`src/rtl/dbg_port_pkg.sv`:
```
package dbg_port_pkg;
  localparam int DW      = 32;
  localparam int SEL_W   = 8;
  localparam int BANK_W  = 4;
  localparam int N_PAIRS = 3;
  localparam int PAIR_LO = 26;

  typedef enum logic [2:0] {
    ACK_OK    = 3'b001,
    ACK_WAIT  = 3'b010,
    ACK_FAULT = 3'b100
  } ack_e;

  localparam logic [1:0] IDX_ID_ABORT = 2'd0;
  localparam logic [1:0] IDX_CTRL     = 2'd1;
  localparam logic [1:0] IDX_SEL_RSND = 2'd2;
  localparam logic [1:0] IDX_RDBUF    = 2'd3;

  typedef struct packed {
    logic [SEL_W-1:0]  ap_sel;
    logic [BANK_W-1:0] ap_bank;
    logic [BANK_W-1:0] dp_bank;
  } sel_t;
endpackage

```
`src/rtl/dbg_port_ctrl.sv`:
```
module dbg_port_ctrl import dbg_port_pkg::*; (
  input  logic               clk_i,
  input  logic               rst_ni,
  input  logic               wr_ctrl_i,
  input  logic               orun_en_wd_i,
  input  logic [N_PAIRS-1:0] req_wd_i,
  input  logic               wr_link_i,
  input  logic [1:0]         trn_wd_i,
  input  logic               clr_err_i,
  input  logic               clr_orun_i,
  input  logic               set_err_i,
  input  logic               set_orun_i,
  input  logic               rdok_upd_i,
  input  logic               rdok_val_i,
  input  logic [N_PAIRS-1:0] pair_ack_i,
  output logic [N_PAIRS-1:0] pair_req_o,
  output logic               orun_en_o,
  output logic               st_err_o,
  output logic               st_orun_o,
  output logic [DW-1:0]      ctrl_rd_o,
  output logic [DW-1:0]      link_rd_o,
  output logic [2:0]         trn_cycles_o
);
  logic       orun_en_q, st_err_q, st_orun_q, rdok_q;
  logic [1:0] trn_q;
  logic [N_PAIRS-1:0] req_q;

  always_ff @(posedge clk_i or negedge rst_ni) begin
    if (!rst_ni) begin
      orun_en_q <= 1'b0;
      st_err_q  <= 1'b0;
      st_orun_q <= 1'b0;
      rdok_q    <= 1'b0;
      trn_q     <= 2'd0;
    end else begin
      if (wr_ctrl_i) orun_en_q <= orun_en_wd_i;
      if (set_err_i) st_err_q <= 1'b1;
      else if (clr_err_i) st_err_q <= 1'b0;
      if (set_orun_i) st_orun_q <= 1'b1;
      else if (clr_orun_i) st_orun_q <= 1'b0;
      if (rdok_upd_i) rdok_q <= rdok_val_i;
      if (wr_link_i) trn_q <= trn_wd_i;
    end
  end

  for (genvar gi = 0; gi < N_PAIRS; gi++) begin : g_pair
    always_ff @(posedge clk_i or negedge rst_ni) begin
      if (!rst_ni) req_q[gi] <= 1'b0;
      else if (wr_ctrl_i) req_q[gi] <= req_wd_i[gi];
    end
  end

  always_comb begin
    ctrl_rd_o    = '0;
    ctrl_rd_o[0] = orun_en_q;
    ctrl_rd_o[1] = st_orun_q;
    ctrl_rd_o[5] = st_err_q;
    ctrl_rd_o[6] = rdok_q;
    for (int i = 0; i < N_PAIRS; i++) begin
      ctrl_rd_o[PAIR_LO+2*i]   = req_q[i];
      ctrl_rd_o[PAIR_LO+2*i+1] = pair_ack_i[i];
    end
  end

  assign link_rd_o    = {{(DW-10){1'b0}}, trn_q, 8'h00};
  assign trn_cycles_o = {1'b0, trn_q} + 3'd1;
  assign pair_req_o   = req_q;
  assign orun_en_o    = orun_en_q;
  assign st_err_o     = st_err_q;
  assign st_orun_o    = st_orun_q;
endmodule

```
`src/rtl/dbg_port_ap_fwd.sv`:
```
module dbg_port_ap_fwd import dbg_port_pkg::*; (
  input  logic          clk_i,
  input  logic          rst_ni,
  input  logic          go_i,
  input  logic          write_i,
  input  logic          sticky_i,
  input  logic          orun_en_i,
  input  logic          ap_ready_i,
  input  logic          ap_err_i,
  input  logic [DW-1:0] ap_rdata_i,
  output logic          ap_valid_o,
  output ack_e          ack_o,
  output logic [DW-1:0] rd_data_o,
  output logic [DW-1:0] rdbuf_o,
  output logic          set_err_o,
  output logic          set_orun_o,
  output logic          rdok_upd_o,
  output logic          rdok_val_o
);
  logic [DW-1:0] rdbuf_q;
  logic          accepted, rd_acc;

  assign ap_valid_o = go_i & ~sticky_i;
  assign accepted   = ap_valid_o & ap_ready_i;
  assign rd_acc     = accepted & ~write_i;

  always_comb begin
    if (sticky_i)         ack_o = ACK_FAULT;
    else if (!ap_ready_i) ack_o = ACK_WAIT;
    else                  ack_o = ACK_OK;
  end

  // posted read: hand back the previous fetch, keep the new one
  always_ff @(posedge clk_i or negedge rst_ni) begin
    if (!rst_ni)     rdbuf_q <= '0;
    else if (rd_acc) rdbuf_q <= ap_rdata_i;
  end

  assign rd_data_o  = rd_acc ? rdbuf_q : '0;
  assign rdbuf_o    = rdbuf_q;
  assign set_err_o  = accepted & ap_err_i;
  assign set_orun_o = ap_valid_o & ~ap_ready_i & orun_en_i;
  assign rdok_upd_o = go_i & ~write_i;
  assign rdok_val_o = rd_acc & ~ap_err_i;
endmodule

```
`src/rtl/dbg_port_regs.sv`:
```
module dbg_port_regs import dbg_port_pkg::*; #(
  parameter logic [DW-1:0] ID_VALUE = 32'h2BA0_1477
) (
  input  logic          clk_i,
  input  logic          rst_ni,
  input  logic          req_valid_i,
  input  logic          req_ap_i,
  input  logic          req_write_i,
  input  logic [1:0]    req_addr_i,
  input  logic [DW-1:0] req_wdata_i,
  output logic          resp_valid_o,
  output logic [2:0]    resp_ack_o,
  output logic [DW-1:0] resp_rdata_o,
  output logic          ap_valid_o,
  input  logic          ap_ready_i,
  output logic          ap_write_o,
  output logic [SEL_W-1:0] ap_sel_o,
  output logic [BANK_W+1:0] ap_reg_o,
  output logic [DW-1:0] ap_wdata_o,
  input  logic [DW-1:0] ap_rdata_i,
  input  logic          ap_err_i,
  output logic          ap_abort_o,
  output logic          dbg_rst_req_o,
  input  logic          dbg_rst_ack_i,
  output logic          dbg_pwr_req_o,
  input  logic          dbg_pwr_ack_i,
  output logic          sys_pwr_req_o,
  input  logic          sys_pwr_ack_i,
  output logic [2:0]    trn_cycles_o
);
  sel_t          sel_q;
  logic          dp_wr, dp_rd, ap_go;
  logic          wr_abort, wr_ctrl, wr_link, wr_sel;
  logic          st_err, st_orun, orun_en;
  logic          set_err, set_orun, rdok_upd, rdok_val;
  logic [N_PAIRS-1:0] pair_req;
  logic [DW-1:0] ctrl_rd, link_rd, ap_rd, rdbuf, dp_rdata, resend_q;
  ack_e          ap_ack;

  assign dp_wr    = req_valid_i & ~req_ap_i &  req_write_i;
  assign dp_rd    = req_valid_i & ~req_ap_i & ~req_write_i;
  assign ap_go    = req_valid_i &  req_ap_i;
  assign wr_abort = dp_wr & (req_addr_i == IDX_ID_ABORT);
  assign wr_ctrl  = dp_wr & (req_addr_i == IDX_CTRL) & (sel_q.dp_bank == 4'd0);
  assign wr_link  = dp_wr & (req_addr_i == IDX_CTRL) & (sel_q.dp_bank == 4'd1);
  assign wr_sel   = dp_wr & (req_addr_i == IDX_SEL_RSND);

  always_ff @(posedge clk_i or negedge rst_ni) begin
    if (!rst_ni)     sel_q <= '0;
    else if (wr_sel) sel_q <= {req_wdata_i[31:24], req_wdata_i[7:4], req_wdata_i[3:0]};
  end

  dbg_port_ctrl u_ctrl (
    .clk_i        (clk_i),
    .rst_ni       (rst_ni),
    .wr_ctrl_i    (wr_ctrl),
    .orun_en_wd_i (req_wdata_i[0]),
    .req_wd_i     ({req_wdata_i[30], req_wdata_i[28], req_wdata_i[26]}),
    .wr_link_i    (wr_link),
    .trn_wd_i     (req_wdata_i[9:8]),
    .clr_err_i    (wr_abort & req_wdata_i[2]),
    .clr_orun_i   (wr_abort & req_wdata_i[4]),
    .set_err_i    (set_err),
    .set_orun_i   (set_orun),
    .rdok_upd_i   (rdok_upd),
    .rdok_val_i   (rdok_val),
    .pair_ack_i   ({sys_pwr_ack_i, dbg_pwr_ack_i, dbg_rst_ack_i}),
    .pair_req_o   (pair_req),
    .orun_en_o    (orun_en),
    .st_err_o     (st_err),
    .st_orun_o    (st_orun),
    .ctrl_rd_o    (ctrl_rd),
    .link_rd_o    (link_rd),
    .trn_cycles_o (trn_cycles_o)
  );

  dbg_port_ap_fwd u_ap (
    .clk_i      (clk_i),
    .rst_ni     (rst_ni),
    .go_i       (ap_go),
    .write_i    (req_write_i),
    .sticky_i   (st_err | st_orun),
    .orun_en_i  (orun_en),
    .ap_ready_i (ap_ready_i),
    .ap_err_i   (ap_err_i),
    .ap_rdata_i (ap_rdata_i),
    .ap_valid_o (ap_valid_o),
    .ack_o      (ap_ack),
    .rd_data_o  (ap_rd),
    .rdbuf_o    (rdbuf),
    .set_err_o  (set_err),
    .set_orun_o (set_orun),
    .rdok_upd_o (rdok_upd),
    .rdok_val_o (rdok_val)
  );

  always_comb begin
    unique case (req_addr_i)
      IDX_ID_ABORT: dp_rdata = ID_VALUE;
      IDX_CTRL: begin
        if (sel_q.dp_bank == 4'd0)      dp_rdata = ctrl_rd;
        else if (sel_q.dp_bank == 4'd1) dp_rdata = link_rd;
        else                            dp_rdata = '0;
      end
      IDX_SEL_RSND: dp_rdata = resend_q;
      default:      dp_rdata = rdbuf;
    endcase
  end

  always_ff @(posedge clk_i or negedge rst_ni) begin
    if (!rst_ni) begin
      resp_valid_o <= 1'b0;
      resp_ack_o   <= ACK_OK;
      resp_rdata_o <= '0;
      resend_q     <= '0;
    end else begin
      resp_valid_o <= req_valid_i;
      resp_ack_o   <= req_ap_i ? ap_ack : ACK_OK;
      if (dp_rd)      resp_rdata_o <= dp_rdata;
      else if (ap_go) resp_rdata_o <= ap_rd;
      else            resp_rdata_o <= '0;
      if (dp_rd && req_addr_i != IDX_SEL_RSND) resend_q <= dp_rdata;
      else if (rdok_upd && ap_valid_o && ap_ready_i) resend_q <= ap_rd;
    end
  end

  assign ap_write_o    = req_write_i;
  assign ap_sel_o      = sel_q.ap_sel;
  assign ap_reg_o      = {sel_q.ap_bank, req_addr_i};
  assign ap_wdata_o    = req_wdata_i;
  assign ap_abort_o    = wr_abort & req_wdata_i[0];
  assign dbg_rst_req_o = pair_req[0];
  assign dbg_pwr_req_o = pair_req[1];
  assign sys_pwr_req_o = pair_req[2];
endmodule

```
`config.mk`:
```
export PLATFORM = sky130hd
export DESIGN_NAME = dbg_port_regs
export DESIGN_NICKNAME = d
export VERILOG_FILES = /design/src/rtl/dbg_port_pkg.sv /design/src/rtl/dbg_port_ctrl.sv /design/src/rtl/dbg_port_ap_fwd.sv /design/src/rtl/dbg_port_regs.sv
export SDC_FILE = /design/constraint.sdc
export NUM_CORES = 1
export LEC_CHECK = 0
export BUFFER_PORTS_ARGS = -buffer_cell sky130_fd_sc_hd__buf_2
export CAP_MARGIN = 20
export CORE_ASPECT_RATIO = 1.2
export CORE_MARGIN = 2
export CORE_UTILIZATION = 35
export CTS_CLUSTER_DIAMETER = 80
export CTS_CLUSTER_SIZE = 28
export DETAILED_ROUTE_END_ITERATION = 10
export SYNTH_ARGS = -nofsm -noshare
export SYNTH_HDL_FRONTEND = slang
export SYNTH_SLANG_ARGS = --single-unit
```
`constraint.sdc`:
```
create_clock -name clk_i -period 2.1 [get_ports clk_i]
set_input_delay 0.525 -clock clk_i [delete_from_list [all_inputs] [get_ports clk_i]]
set_output_delay 0.525 -clock clk_i [all_outputs]
set_load 0.005 [all_outputs]
```
# Word-level counts from Yosys, hierarchy flattened
# Cells that the tools add are included.
dict set report word_totals {
  register_bits 125
  in_bits 76
  out_inout_bits 91
  elab_cells 70
}
dict set report classes {
  add_sub_neg 1
  n_eq_ne 4
  mux 15
  n_bitwise 26
  n_reduce_logical 8
}
# operator count
set ops {}
lappend ops {{$mux 32} 6}
lappend ops {{$pmux 32 s3} 1}
lappend ops {{$and 1x1->1} 20}
lappend ops {{$mux 10} 1}
lappend ops {{$mux 3} 2}
lappend ops {{$reduce_bool 2->1} 3}
lappend ops {{$not 1->1} 5}
lappend ops {{$eq 4x1->1 const B} 1}
lappend ops {{$logic_not 4->1} 1}
lappend ops {{$mux 1} 4}
lappend ops {{$add 2x1->3 const B} 1}
lappend ops {{$logic_and 1x1->1} 3}
lappend ops {{$eq 2x1->1 const B} 1}
lappend ops {{$eq 2x2->1 const B} 1}
lappend ops {{$logic_not 2->1} 1}
lappend ops {{$mux 2} 1}
lappend ops {{$ne 2x2->1 const B} 1}
lappend ops {{$or 1x1->1} 1}

# Logic depth before layout (Yosys ltp)
# Gate-level depths: netlist of the first run.
dict set report logic_depth {
  ltp_word 8
  ltp_mapped 7
  mapped_depth_nobuf 4
}

# Modules after synthesis
# Synthesis of the first run repeated with hierarchy kept, for this count alone.
dict set report unflattened {
  cells_unflattened 624
  hier_area_um2 7312.0
}
# mod n_inst cells_per_inst area_each_um2 seq_area_each_um2
set modules_own_cells {}
lappend modules_own_cells {dbg_port_regs 1 426 4938.5 2103.3}
lappend modules_own_cells {dbg_port_ap_fwd 1 112 1564.0 800.8}
lappend modules_own_cells {dbg_port_ctrl 1 86 809.5 225.2}

# Worst setup path after synthesis of the first run
# OpenSTA, ideal clock, no wires.
dict set report synth_timing {
  path_type {input to output}
  startpoint {in req_addr_i[0]}
  endpoint {out ap_abort_o}
  t_arrival_ps 1493
  required_time_ps 1575
  setup_slack_ps 82
  path_stages 5
  path_buffers 3
  cell_sequence {buf_2 > clkbuf_1 > clkbuf_1 > nor3_1 > and2_1}
}
dict set report synth_between {
  elab_chain_cells 3
}
# item line
set synth_rtl {}
lappend synth_rtl {{start, declared} dbg_port_regs.sv:9} ;# input logic [1:0] req_addr_i,
lappend synth_rtl {{$logic_not 2->1} dbg_port_regs.sv:43} ;# assign wr_abort = dp_wr & (req_addr_i == IDX_ID_ABORT);
lappend synth_rtl {{$and 1x1->1} dbg_port_regs.sv:43}
lappend synth_rtl {{$and 1x1->1} dbg_port_regs.sv:131} ;# assign ap_abort_o = wr_abort & req_wdata_i[0];
lappend synth_rtl {{end, declared} dbg_port_regs.sv:22} ;# output logic ap_abort_o,
# No other way between the ends.

# Worst setup path in the final report of the first run
dict set report layout_timing {
  startpoint {reg u_ctrl.st_orun_q, in the netlist u_ctrl.st_orun_o}
  endpoint {out ap_valid_o}
}
dict set report layout_between {
  elab_chain_cells 3
}
# item line
set layout_rtl {}
lappend layout_rtl {{start, declared} dbg_port_ctrl.sv:24} ;# logic orun_en_q, st_err_q, st_orun_q, rdok_q;
lappend layout_rtl {{start signal, assigned} dbg_port_ctrl.sv:32} ;# st_orun_q <= 1'b0;
lappend layout_rtl {{start signal, assigned} dbg_port_ctrl.sv:39} ;# if (set_orun_i) st_orun_q <= 1'b1;
lappend layout_rtl {{start signal, assigned} dbg_port_ctrl.sv:40} ;# else if (clr_orun_i) st_orun_q <= 1'b0;
lappend layout_rtl {{$or 1x1->1} dbg_port_regs.sv:82} ;# .sticky_i (st_err | st_orun),
lappend layout_rtl {{$not 1->1} dbg_port_ap_fwd.sv:23} ;# assign ap_valid_o = go_i & ~sticky_i;
lappend layout_rtl {{$and 1x1->1} dbg_port_ap_fwd.sv:23}
lappend layout_rtl {{end, declared} dbg_port_regs.sv:14} ;# output logic ap_valid_o,
# No other way between the ends.

==> results of run 1 <==
sequential cells by signal, indices dropped and copies added, names as in the netlist, 2 cells and up:
signal	flops
u_ap.rdbuf_o	32
u_ctrl.trn_q	2
sel_q	4
ap_reg_o	4
ap_sel_o	8
resp_rdata_o	32
resp_ack_o	3
resend_q	32
u_ctrl.ctrl_rd_o	3
power breakdown:
group	switching, mW	total [mW]	internal (mW)
logic	0.446	0.987	0.541
registers	0.298	3.10	2.80
clock network	1.03	2.80	1.77
area by class of cell:
type | instances | area share (%)
clock buffer | 22 | 7.06
clock inverter | 9 | 1.23
inverter | 21 | 1.16
multi-input combinational | 239 | 28.5
sequential | 125 | 44.7
tap | 208 | 3.72
timing repair buffer | 166 | 13.6
routing by layer:
metal / part of all wire [%] / vias up / global-route usage, %
met2: 50 / 164 / 27.1
met5: 0 / - / 0
met3: 6.9 / 35 / 5.11
met1: 40 / 2003 / 19.4
met4: 2.8 / 0 / 8.54
li1: - / 1850 / -
worst max-delay path, stage by stage, from the launching register on:
cell and delay, ns:
sky130_fd_sc_hd__dfrtp_1 0.42, sky130_fd_sc_hd__nand4bb_4 0.30, sky130_fd_sc_hd__inv_4 0.16, sky130_fd_sc_hd__buf_2 0.14
placed cells by master (no fill, tap or decap), types with 13 or more instances in the layout:
master	synthesis	final
sky130_fd_sc_hd__buf_2	13	137
sky130_fd_sc_hd__buf_4	47	25
sky130_fd_sc_hd__a22o_1	33	33
sky130_fd_sc_hd__nand3_1	13	13
sky130_fd_sc_hd__nand2_1	20	20
sky130_fd_sc_hd__inv_1	20	20
sky130_fd_sc_hd__clkbuf_16	0	17
sky130_fd_sc_hd__dfrtp_1	124	124
sky130_fd_sc_hd__mux2_2	54	54
sky130_fd_sc_hd__o21ai_0	16	16
logic make-up after synthesis:
logic type | after synthesis | share of synthesized area (%)
buffers and inverters | 98 | 9.91
adders and majority gates | 1 | 0.221
AOI/OAI and AO/OA | 106 | 15.6
and+or+nand+nor | 78 | 8.14
muxes | 54 | 10.8
DFF | 125 | 55.3
synth_stat cells (all sizes together):
cell type,number,area share (%)
a21boi,6,0.80
a21o,6,0.80
a221o,6,1.1
a22o,33,5.1
a22oi,1,0.22
a31oi,1,0.11
a32oi,6,0.93
and2,3,0.33
buf,62,7.5
clkbuf,15,1.0
dfrtp,124,55
dfstp,1,0.46
ha,1,0.22
inv,21,1.4
mux2,54,11
nand2,20,1.3
nand2b,3,0.33
nand3,13,1.2
nand3b,1,0.13
nand4bb,1,0.20
nor2,4,0.31
nor2b,11,1.2
nor3,8,0.71
nor3b,7,1.0
nor4,1,0.22
nor4b,3,0.73
nor4bb,1,0.18
o21a,1,0.13
o21ai,16,1.4
o221a,8,1.6
o221ai,6,0.93
o22ai,1,0.22
o2bb2ai,8,1.2
o31a,1,0.15
o32ai,6,0.93
or3b,1,0.15
or4,1,0.13
worst paths after layout:
check	start	endpoint	cells past startpoint
min in group clk_i	req_wdata_i[2]	u_ctrl.st_err_o$_DFFE_PN0P_	2
max	u_ctrl.st_orun_o$_DFFE_PN0P_	ap_valid_o	3
max in group asynchronous	rst_ni	resp_ack_o[0]$_DFF_PN1_	2
min reg2reg	resend_q[3]$_DFFE_PN0P_	resp_rdata_o[3]$_DFF_PN0_	1
max reg2reg	sel_q[1]$_DFFE_PN0P_	u_ctrl.ctrl_rd_o[28]$_DFFE_PN0P_	3
min	rst_ni	resp_rdata_o[22]$_DFF_PN0_	2
what timing repair did:
item,CTS,global route
setup endpoints to repair,1,2
resized for setup,2,2
hold buffers,0,0
per-stage QoR:
step	cell area [sq um]	hold WS [ns]	TNS [ns]	total power, mW	util (%)
floorplan	5660	0.229	0	3.76	-
global placement	6390	0.476	-0.149	4.07	40.7
detailed placement	6390	0.476	-0.234	4.12	40.7
CTS	6980	0.126	0	6.97	44.5
global route	7000	0.142	0	7.24	44.6
finish	7000	0.112	0	6.89	44.6
==> out/qor.tcl, run 1 <==
set qor(run_status) {completed}
set qor(numClockSinks) 125
set qor(placed_cells_incl_taps) 759
set qor(grt_util_all_layers_pct) 16.5
set qor(unrepaired_setup_endpoints_after_global_routing) {false}
set qor(die_width_um) 120
set qor(grt_pass1_vias) 4322
set qor(finClkSkew_ns) 0.00727
set qor(postCtsSetupBuffers) 0
set qor(dp_hpwl_um) 9410
set qor(synth_seq_area_share_pct) 55.3
set qor(number_of_antenna_violating_nets_in_the_routed_design) 0
set qor(worstSkewPairLatency_ns) 0.41
set qor(drt-wirelength-per-cell_um) 16.8
set qor(postSynthAreaPerCell_sq_um) 12.2
set qor(num_vias) 4052
set qor(synthesis.yosys.warnings) 0
set qor(timing_worst_slew_pin_value_ns) 0.613
set qor(fin_cells) 790
set qor(port_buffers) 138
set qor(ctsLongestPathBuffers) 2
set qor(diodes) 0
set qor(cp.required_ns) 1.57
set qor(report.final.setup_viol) 0
set qor(grt_antenna_before_repair) 0
set qor(slew-limit-headroom_pct) 58.5
set qor(io_pins) 167
set qor(p_leak_nw) 3.42
set qor(nets) 647
set qor(drt_first_iter_violations) 202
set qor(via_per_inst) 5.13
set qor(multi_input_combinational_cell_area_sq_um) 1990
set qor(crit_path_start_kind) {flip-flop}
set qor(ff_latch_area_sq_um) 3130
set qor(dp_worst_setup_slack_ns) -0.0640
set qor(gate_count_of_the_mapped_netlist) 462
set qor(synthDistinctLibCells) 43
set qor(drc) 0
set qor(syn2layout_area_growth_pct) 23.8
set qor(share_of_post_route_cells_with_drive_strength_above_1_pct) 46.4
set qor(powerDensity_nw_per_um2) 984
set qor(die_h_um) 143
set qor(final.min_clock_period_ns) 1.97
set qor(worst_min_delay_path_category) {input pin to async pin}
set qor(fp.coreArea_sq_um) 15700
set qor(post-route-worst-setup-slack_ns) 0.133
set qor(syn_area_sq_um) 5660
set qor(syn-num-nets) 539
set qor(final_max_slew_viol_count) 0
set qor(wire_length_of_the_first_global_routing_pass_um) 21800
set qor(finalHoldViolCount) 0
set qor(grt_start_max_net_pins) 64
set qor(filler_cell_count) 1453
set qor(cts.htree.levels) 4
set qor(drt-total-wl_um) 13300
set qor(ys_ff_latch) 125
set qor(std_cell_rows) 50
set qor(arrival_ns) 1.44
set qor(cts_tree) {done}
set qor(gp_congestion) 0.798
set qor(cts_inserted_buffers) 17
set qor(drv.max_cap_violation_count) 0
set qor(critPathKind) {flip-flop to output pin}
set qor(end_kind) {output pin}
set qor(fin_crit_sh_pct) 93.7
set qor(floorplan.initialDensity_pct) 36.0
set qor(fmaxAchievable_ghz) 0.508
set qor(critical_path.max_fanout) 11
set qor(worst_setup_hold_path_clk_slew_ns) 0.05
set qor(max-vdd-ir-drop_mv) 0.556
set qor(worst_setup_slack_for_register_to_register_paths_ns) 0.20
set qor(die_area_sq_um) 17200
set qor(root_buffer) {sky130_fd_sc_hd__clkbuf_16}
set qor(grt_overflow_total) 0
set qor(drtPass1Iterations) 4
(Power assumes the default switching activity.)
==> run 2, diff against run 1 <==
Settings changed: CTS_BUF_LIST from default to sky130_fd_sc_hd__clkbuf_4.
==> out/qor.tcl, run 2 (synthesized netlist as in run 1, its figures left out) <==
set qor(numClockSinks) 125
set qor(grt_antenna_before_repair) 1
set qor(slew-limit-headroom_pct) 59.7
set qor(worst_setup_slack_for_register_to_register_paths_ns) 0.19
set qor(port_buffers) 138
set qor(cts_inserted_buffers) 17
set qor(die_area_sq_um) 17200
set qor(cp_peak_stage_delay_ns) 0.40
set qor(cts.htree.levels) 4
set qor(finalSetupTns_ns) 0
set qor(end_kind) {output pin}
set qor(worst-r2r-cell-count) 3
set qor(drt-total-wl_um) 13200
set qor(io_pins) 167
set qor(share_of_post_route_cells_with_drive_strength_above_1_pct) 45.6
set qor(fin_cells) 796
set qor(post-route-worst-setup-slack_ns) 0.101
set qor(worst_setup_hold_path_clk_slew_ns) 0.11
set qor(grt_overflow_total) 0
set qor(utilization_of_the_core_after_routing_pct) 42.6
set qor(nets) 651
set qor(unrepaired_setup_endpoints_after_global_routing) {false}
set qor(critPathKind) {flip-flop to output pin}
set qor(finalPower_mw) 5.53
set qor(gp_congestion) 0.798
set qor(die_width_um) 120
set qor(powerDensity_nw_per_um2) 827
set qor(num_vias) 4052
set qor(grt_pass1_vias) 4306
set qor(floorplan.initialDensity_pct) 36.0
set qor(met1_usage_grt_pct) 19.3
set qor(syn2layout_area_growth_pct) 18.2
set qor(placed_cells_incl_taps) 759
set qor(timing_worst_slew_pin_value_ns) 0.596
set qor(fp.coreArea_sq_um) 15700
set qor(slowest_stage) {sky130_fd_sc_hd__dfrtp_1}
set qor(dp_worst_setup_slack_ns) -0.0640
set qor(drc) 0
set qor(drtPass1Iterations) 4
set qor(wire_length_of_the_first_global_routing_pass_um) 21700
set qor(min_delay_path_depth) 2
set qor(number_of_antenna_violating_nets_in_the_routed_design) 0
set qor(drt_first_iter_violations) 281
set qor(cp.required_ns) 1.57
set qor(final.min_clock_period_ns) 2.00
set qor(busiest_layer) {met2}
set qor(std_cell_rows) 50
set qor(final_max_slew_viol_count) 0
set qor(critical_path.max_fanout) 11
set qor(crit_path_start_kind) {flip-flop}
set qor(ctsLongestPathBuffers) 2
set qor(p_leak_nw) 3.27
set qor(fmaxAchievable_ghz) 0.500
set qor(worst_min_delay_path_category) {input pin to flip-flop}
set qor(arrival_ns) 1.47
set qor(hold_ws_ns) 0.191
set qor(drt-wirelength-per-cell_um) 16.6
set qor(root_buffer) {sky130_fd_sc_hd__clkbuf_4}
set qor(dp_hpwl_um) 9410
set qor(grt.met2_usage_pct) 26.7
set qor(finalHoldViolCount) 0
set qor(report.final.setup_viol) 0
set qor(met3_usage_in_global_routing_pct) 5.15
set qor(finClkSkew_ns) 0.0171
set qor(run_status) {completed}
set qor(cts_tree) {done}
set qor(max-vdd-ir-drop_mv) 0.353
set qor(grt_start_max_net_pins) 64
set qor(die_h_um) 143
set qor(grt_util_all_layers_pct) 16.3
set qor(worstSkewPairLatency_ns) 0.54
set qor(drv.max_cap_violation_count) 0
set qor(fin_crit_sh_pct) 95.2
set qor(crit_chain) {nand4bb_4, inv_6, buf_2}
set qor(via_per_inst) 5.09
set qor(final_cell_area_sq_um) 6690
set qor(most-common-layout-cells) {sky130_fd_sc_hd__buf_2 (137), sky130_fd_sc_hd__dfrtp_1 (124), sky130_fd_sc_hd__mux2_2 (54)}
set qor(mostFrequentLayoutCell) {sky130_fd_sc_hd__buf_2}
set qor(placedInstanceArea_sq_um) 6390
[run 2: cell count changes in the layout (fill, tap and decap cells not counted), sizes merged]
cell | previous run | this run
clkbuf | 22 | 17
buf | 166 | 169
clkinv | 3 | 8
dlygate4sd3 | 0 | 1
diode | 0 | 2
[run 2: critical path: cells and delay by family, from the launching register on]
| family | cells | cell delay (ns) |
|---|---|---|
| buffers and inverters | 2 | 0.26 |
| DFF | 1 | 0.40 |
| and+or+nand+nor | 1 | 0.27 |
[run 2: power by group]
part / switching (mW) / internal (mW) / total (mW)
registers: 0.291 / 2.79 / 3.08
clock network: 0.878 / 0.553 / 1.43
logic: 0.458 / 0.559 / 1.02
total: 1.63 / 3.90 / 5.53
[run 2: layout make-up]
class / instances / area, sq um
diodes: 2 / 5.00
well taps: 208 / 260
inverters: 21 / 83.8
repair buffers: 170 / 986
fillers: 1491 / 9020
clock buffers: 17 / 128
multi-input cells: 239 / 1990
flip-flops and latches: 125 / 3130
clock inverters: 14 / 105
[run 2: path summary, 6_finish.rpt]
kind | from | endpoint
setup / recovery | u_ctrl.st_err_o$_DFFE_PN0P_ | ap_valid_o
hold / removal | req_wdata_i[2] | u_ctrl.st_err_o$_DFFE_PN0P_
setup reg to reg | sel_q[1]$_DFFE_PN0P_ | u_ctrl.ctrl_rd_o[28]$_DFFE_PN0P_
hold reg to reg | resend_q[7]$_DFFE_PN0P_ | resp_rdata_o[7]$_DFF_PN0_
max in group asynchronous | rst_ni | resp_ack_o[0]$_DFF_PN1_
min in group asynchronous | rst_ni | resp_rdata_o[19]$_DFF_PN0_
[run 2: timing repair]
action / in CTS / in global routing
pin swaps: 1 / 0
buffers inserted: 2 / 1
resized for setup: 4 / 0
endpoints found under the hold margin: 124 / 0
hold buffers: 1 / 0
endpoints found under the setup margin: 1 / 1
[run 2: layer usage]
metal	vias up	share of wire, %	wire length [um]
met5	-	0	0
met4	0	2.2	289
met3	20	7.2	958
met2	177	50	6630
met1	1986	40	5360
li1	1869	-	-
==> run 3, diff against run 2 <==
Settings changed: ABC_AREA from default to 1.
==> out/qor.tcl, run 3 <==
set qor(grt_antenna_before_repair) 1
set qor(synthFlopType) {sky130_fd_sc_hd__dfrtp_1}
set qor(drt-total-wl_um) 15000
set qor(worst-r2r-cell-count) 8
set qor(fmaxAchievable_ghz) 0.507
set qor(r2r-start) {u_ctrl.st_orun_o$_DFFE_PN0P_}
set qor(arrival_ns) 1.45
set qor(crit_path_start_kind) {flip-flop}
set qor(power.internal_mw) 3.90
set qor(ys_ff_latch) 125
set qor(critPathKind) {flip-flop to output pin}
set qor(slew-limit-headroom_pct) 69.3
set qor(run_status) {completed}
set qor(cts_tree) {done}
set qor(fp.coreArea_sq_um) 16300
set qor(share_of_post_route_cells_with_drive_strength_above_1_pct) 22.8
set qor(finalSetupTns_ns) 0
set qor(drt_first_iter_violations) 284
set qor(final.min_clock_period_ns) 1.97
set qor(utilization_of_the_core_after_routing_pct) 41.7
set qor(grt_start_max_net_pins) 57
set qor(die_h_um) 146
set qor(number_of_antenna_violating_nets_in_the_routed_design) 0
set qor(port_buffers) 138
set qor(drtPass1Iterations) 5
set qor(grt_pass1_vias) 4905
set qor(report.final.setup_viol) 0
set qor(max-vdd-ir-drop_mv) 0.351
set qor(cts_inserted_buffers) 17
set qor(num_vias) 5085
set qor(hold_end) {resp_valid_o$_DFF_PN0_}
set qor(drv.max_cap_violation_count) 0
set qor(die_area_sq_um) 17900
set qor(floorplan.initialDensity_pct) 36.1
set qor(min_delay_path_depth) 1
set qor(finalHoldViolCount) 0
set qor(end_kind) {output pin}
set qor(worst_setup_slack_for_register_to_register_paths_ns) 0.59
set qor(seq_power_share_pct) 54.5
set qor(unrepaired_setup_endpoints_after_global_routing) {false}
set qor(synthesis.yosys.warnings) 0
set qor(dp_hpwl_um) 10100
set qor(fin_crit_sh_pct) 93.9
set qor(timing.hold.worst.start) {req_valid_i}
set qor(cp.required_ns) 1.57
set qor(nets) 922
set qor(power.net_switching_mw) 1.65
set qor(postSynthAreaPerCell_sq_um) 7.89
set qor(synth_commonest_cells) {sky130_fd_sc_hd__nand2_1 (308), sky130_fd_sc_hd__dfrtp_1 (124), sky130_fd_sc_hd__nand3_1 (99), sky130_fd_sc_hd__buf_4 (48), sky130_fd_sc_hd__o21ai_0 (47)}
set qor(most-common-layout-cells) {sky130_fd_sc_hd__nand2_1 (307), sky130_fd_sc_hd__buf_2 (137), sky130_fd_sc_hd__dfrtp_1 (124)}
set qor(synthMostInstantiatedCell) {sky130_fd_sc_hd__nand2_1}
set qor(critical_path.max_fanout) 4
set qor(switching_share_of_power_pct) 29.7
set qor(diodes) 0
set qor(worst_min_delay_path_category) {input pin to flip-flop}
set qor(grt_util_all_layers_pct) 17.4
set qor(worstSkewPairLatency_ns) 0.54
set qor(drc) 0
set qor(via_per_inst) 4.76
set qor(synthTopCellsByArea) {sky130_fd_sc_hd__dfrtp_1 (53%), sky130_fd_sc_hd__nand2_1 (20%), sky130_fd_sc_hd__nand3_1 (8.4%)}
set qor(root_buffer) {sky130_fd_sc_hd__clkbuf_4}
set qor(synth_seq_area_share_pct) 53.1
set qor(wire_length_of_the_first_global_routing_pass_um) 24400
set qor(die_width_um) 122
set qor(syn_area_sq_um) 5890
set qor(synth.largest_area_cell) {sky130_fd_sc_hd__dfrtp_1}
set qor(critical_path.reg2reg.endpoint) {resend_q[20]$_DFFE_PN0P_}
set qor(ff_latch_area_sq_um) 3130
set qor(synth_enable_flop_cells) 0
set qor(numClockSinks) 125
set qor(drt-wirelength-per-cell_um) 14.0
set qor(synthArstFlopShare_pct) 100
set qor(ctsLongestPathBuffers) 2
set qor(std_cell_rows) 51
set qor(cts.htree.levels) 4
set qor(finClkSkew_ns) 0.0126
set qor(final_max_slew_viol_count) 0
set qor(gate_count_of_the_mapped_netlist) 747
set qor(filler_cell_count) 1721
set qor(syn2layout_area_growth_pct) 15.5
set qor(timing_worst_slew_pin_value_ns) 0.460
set qor(worst_setup_hold_path_clk_slew_ns) 0.11
set qor(multi_input_combinational_cell_area_sq_um) 2080
set qor(gp_congestion) 0.789
set qor(synth_top_area_share_pct) 52.7
set qor(synthDistinctLibCells) 21
set qor(power.share.combinational_pct) 17.1
set qor(io_pins) 167
set qor(syn-num-nets) 824
set qor(grt_overflow_total) 0
set qor(mostFrequentLayoutCell) {sky130_fd_sc_hd__nand2_1}
set qor(p_leak_nw) 3.88
set qor(power.share.clock_pct) 28.4
set qor(powerDensity_nw_per_um2) 816
-- run 3: worst max-delay path by stage --
| stage | end | slack, ns | startpoint |
|---|---|---|---|
| after global routing | ap_valid_o | 0.003 | u_ctrl.st_orun_o$_DFFE_PN0P_ |
| after detailed placement | u_ctrl.orun_en_o$_DFFE_PN0P_ | 0.18 | req_addr_i[1] |
| after CTS | ap_valid_o | 0.03 | u_ctrl.st_orun_o$_DFFE_PN0P_ |
| final | ap_valid_o | 0.13 | u_ctrl.st_orun_o$_DFFE_PN0P_ |
| after global placement | u_ctrl.ctrl_rd_o[30]$_DFFE_PN0P_ | 0.20 | req_addr_i[1] |
| after floorplan | ap_abort_o | 0.42 | req_valid_i |
-- run 3: power groups by stage --
stage | Sequential (mW) | Clock, mW | Combinational, mW
2_1_floorplan | 3.02 | 0 | 0.698
3_3_place_gp | 3.07 | 0 | 0.942
3_5_place_dp | 3.07 | 0 | 0.965
4_1_cts | 3.03 | 1.64 | 0.971
5_1_grt | 3.08 | 1.75 | 1.11
6_report | 3.03 | 1.58 | 0.952
-- run 3: cell families after synthesis --
family	count (synthesis)	share of synthesized area (%)
AOI/OAI and AO/OA	55	4.69
and+or+nand+nor	439	30.4
DFF	125	53.1
adders and majority gates	1	0.212
buffers and inverters	127	11.6
-- run 3: area by class of cell --
cell class	count	area share [%]
Sequential cell	125	46.0
Multi-Input combinational cell	495	30.6
Timing Repair Buffer	160	13.3
Tap cell	212	3.90
Inverter	46	2.54
Clock buffer	20	2.21
Clock inverter	11	1.49
-- run 3: per-layer routing --
metal | track usage, % | up-vias | routed length [um]
met5 | 0 | - | 7
met4 | 6.72 | 2 | 255
met3 | 4.02 | 24 | 996
met2 | 27.3 | 195 | 7030
met1 | 23.2 | 2353 | 6720
li1 | - | 2511 | -
-- run 3: metrics by stage --
| stage | cells | hold slack, ns | area (sq um) | power [mW] | setup WS (ns) |
|---|---|---|---|---|---|
| finish | 1069 | 0.160 | 6810 | 5.56 | 0.129 |
| floorplan | 747 | 0.229 | 5890 | 3.72 | 0.417 |
| detailed placement | 1037 | 0.473 | 6540 | 4.04 | 0.183 |
| global route | 1069 | 0.102 | 6810 | 5.94 | 0.00343 |
| global placement | 1037 | 0.470 | 6540 | 4.01 | 0.198 |
| CTS | 1069 | 0.0994 | 6800 | 5.64 | 0.0331 |
-- run 3: worst max-delay path, stage by stage, from the launching register on --
cell and delay [ns]:
sky130_fd_sc_hd__dfrtp_1 0.38, sky130_fd_sc_hd__inv_1 0.12, sky130_fd_sc_hd__nand2_1 0.12, sky130_fd_sc_hd__nor2_2 0.15, sky130_fd_sc_hd__buf_2 0.14
-- run 3: timing repair --
item | in CTS | in global routing
hold buffers | 1 | 0
setup buffers | 0 | 0
gates resized for setup | 0 | 1
endpoints found under the hold margin | 37 | 0
setup endpoints to repair | 0 | 1
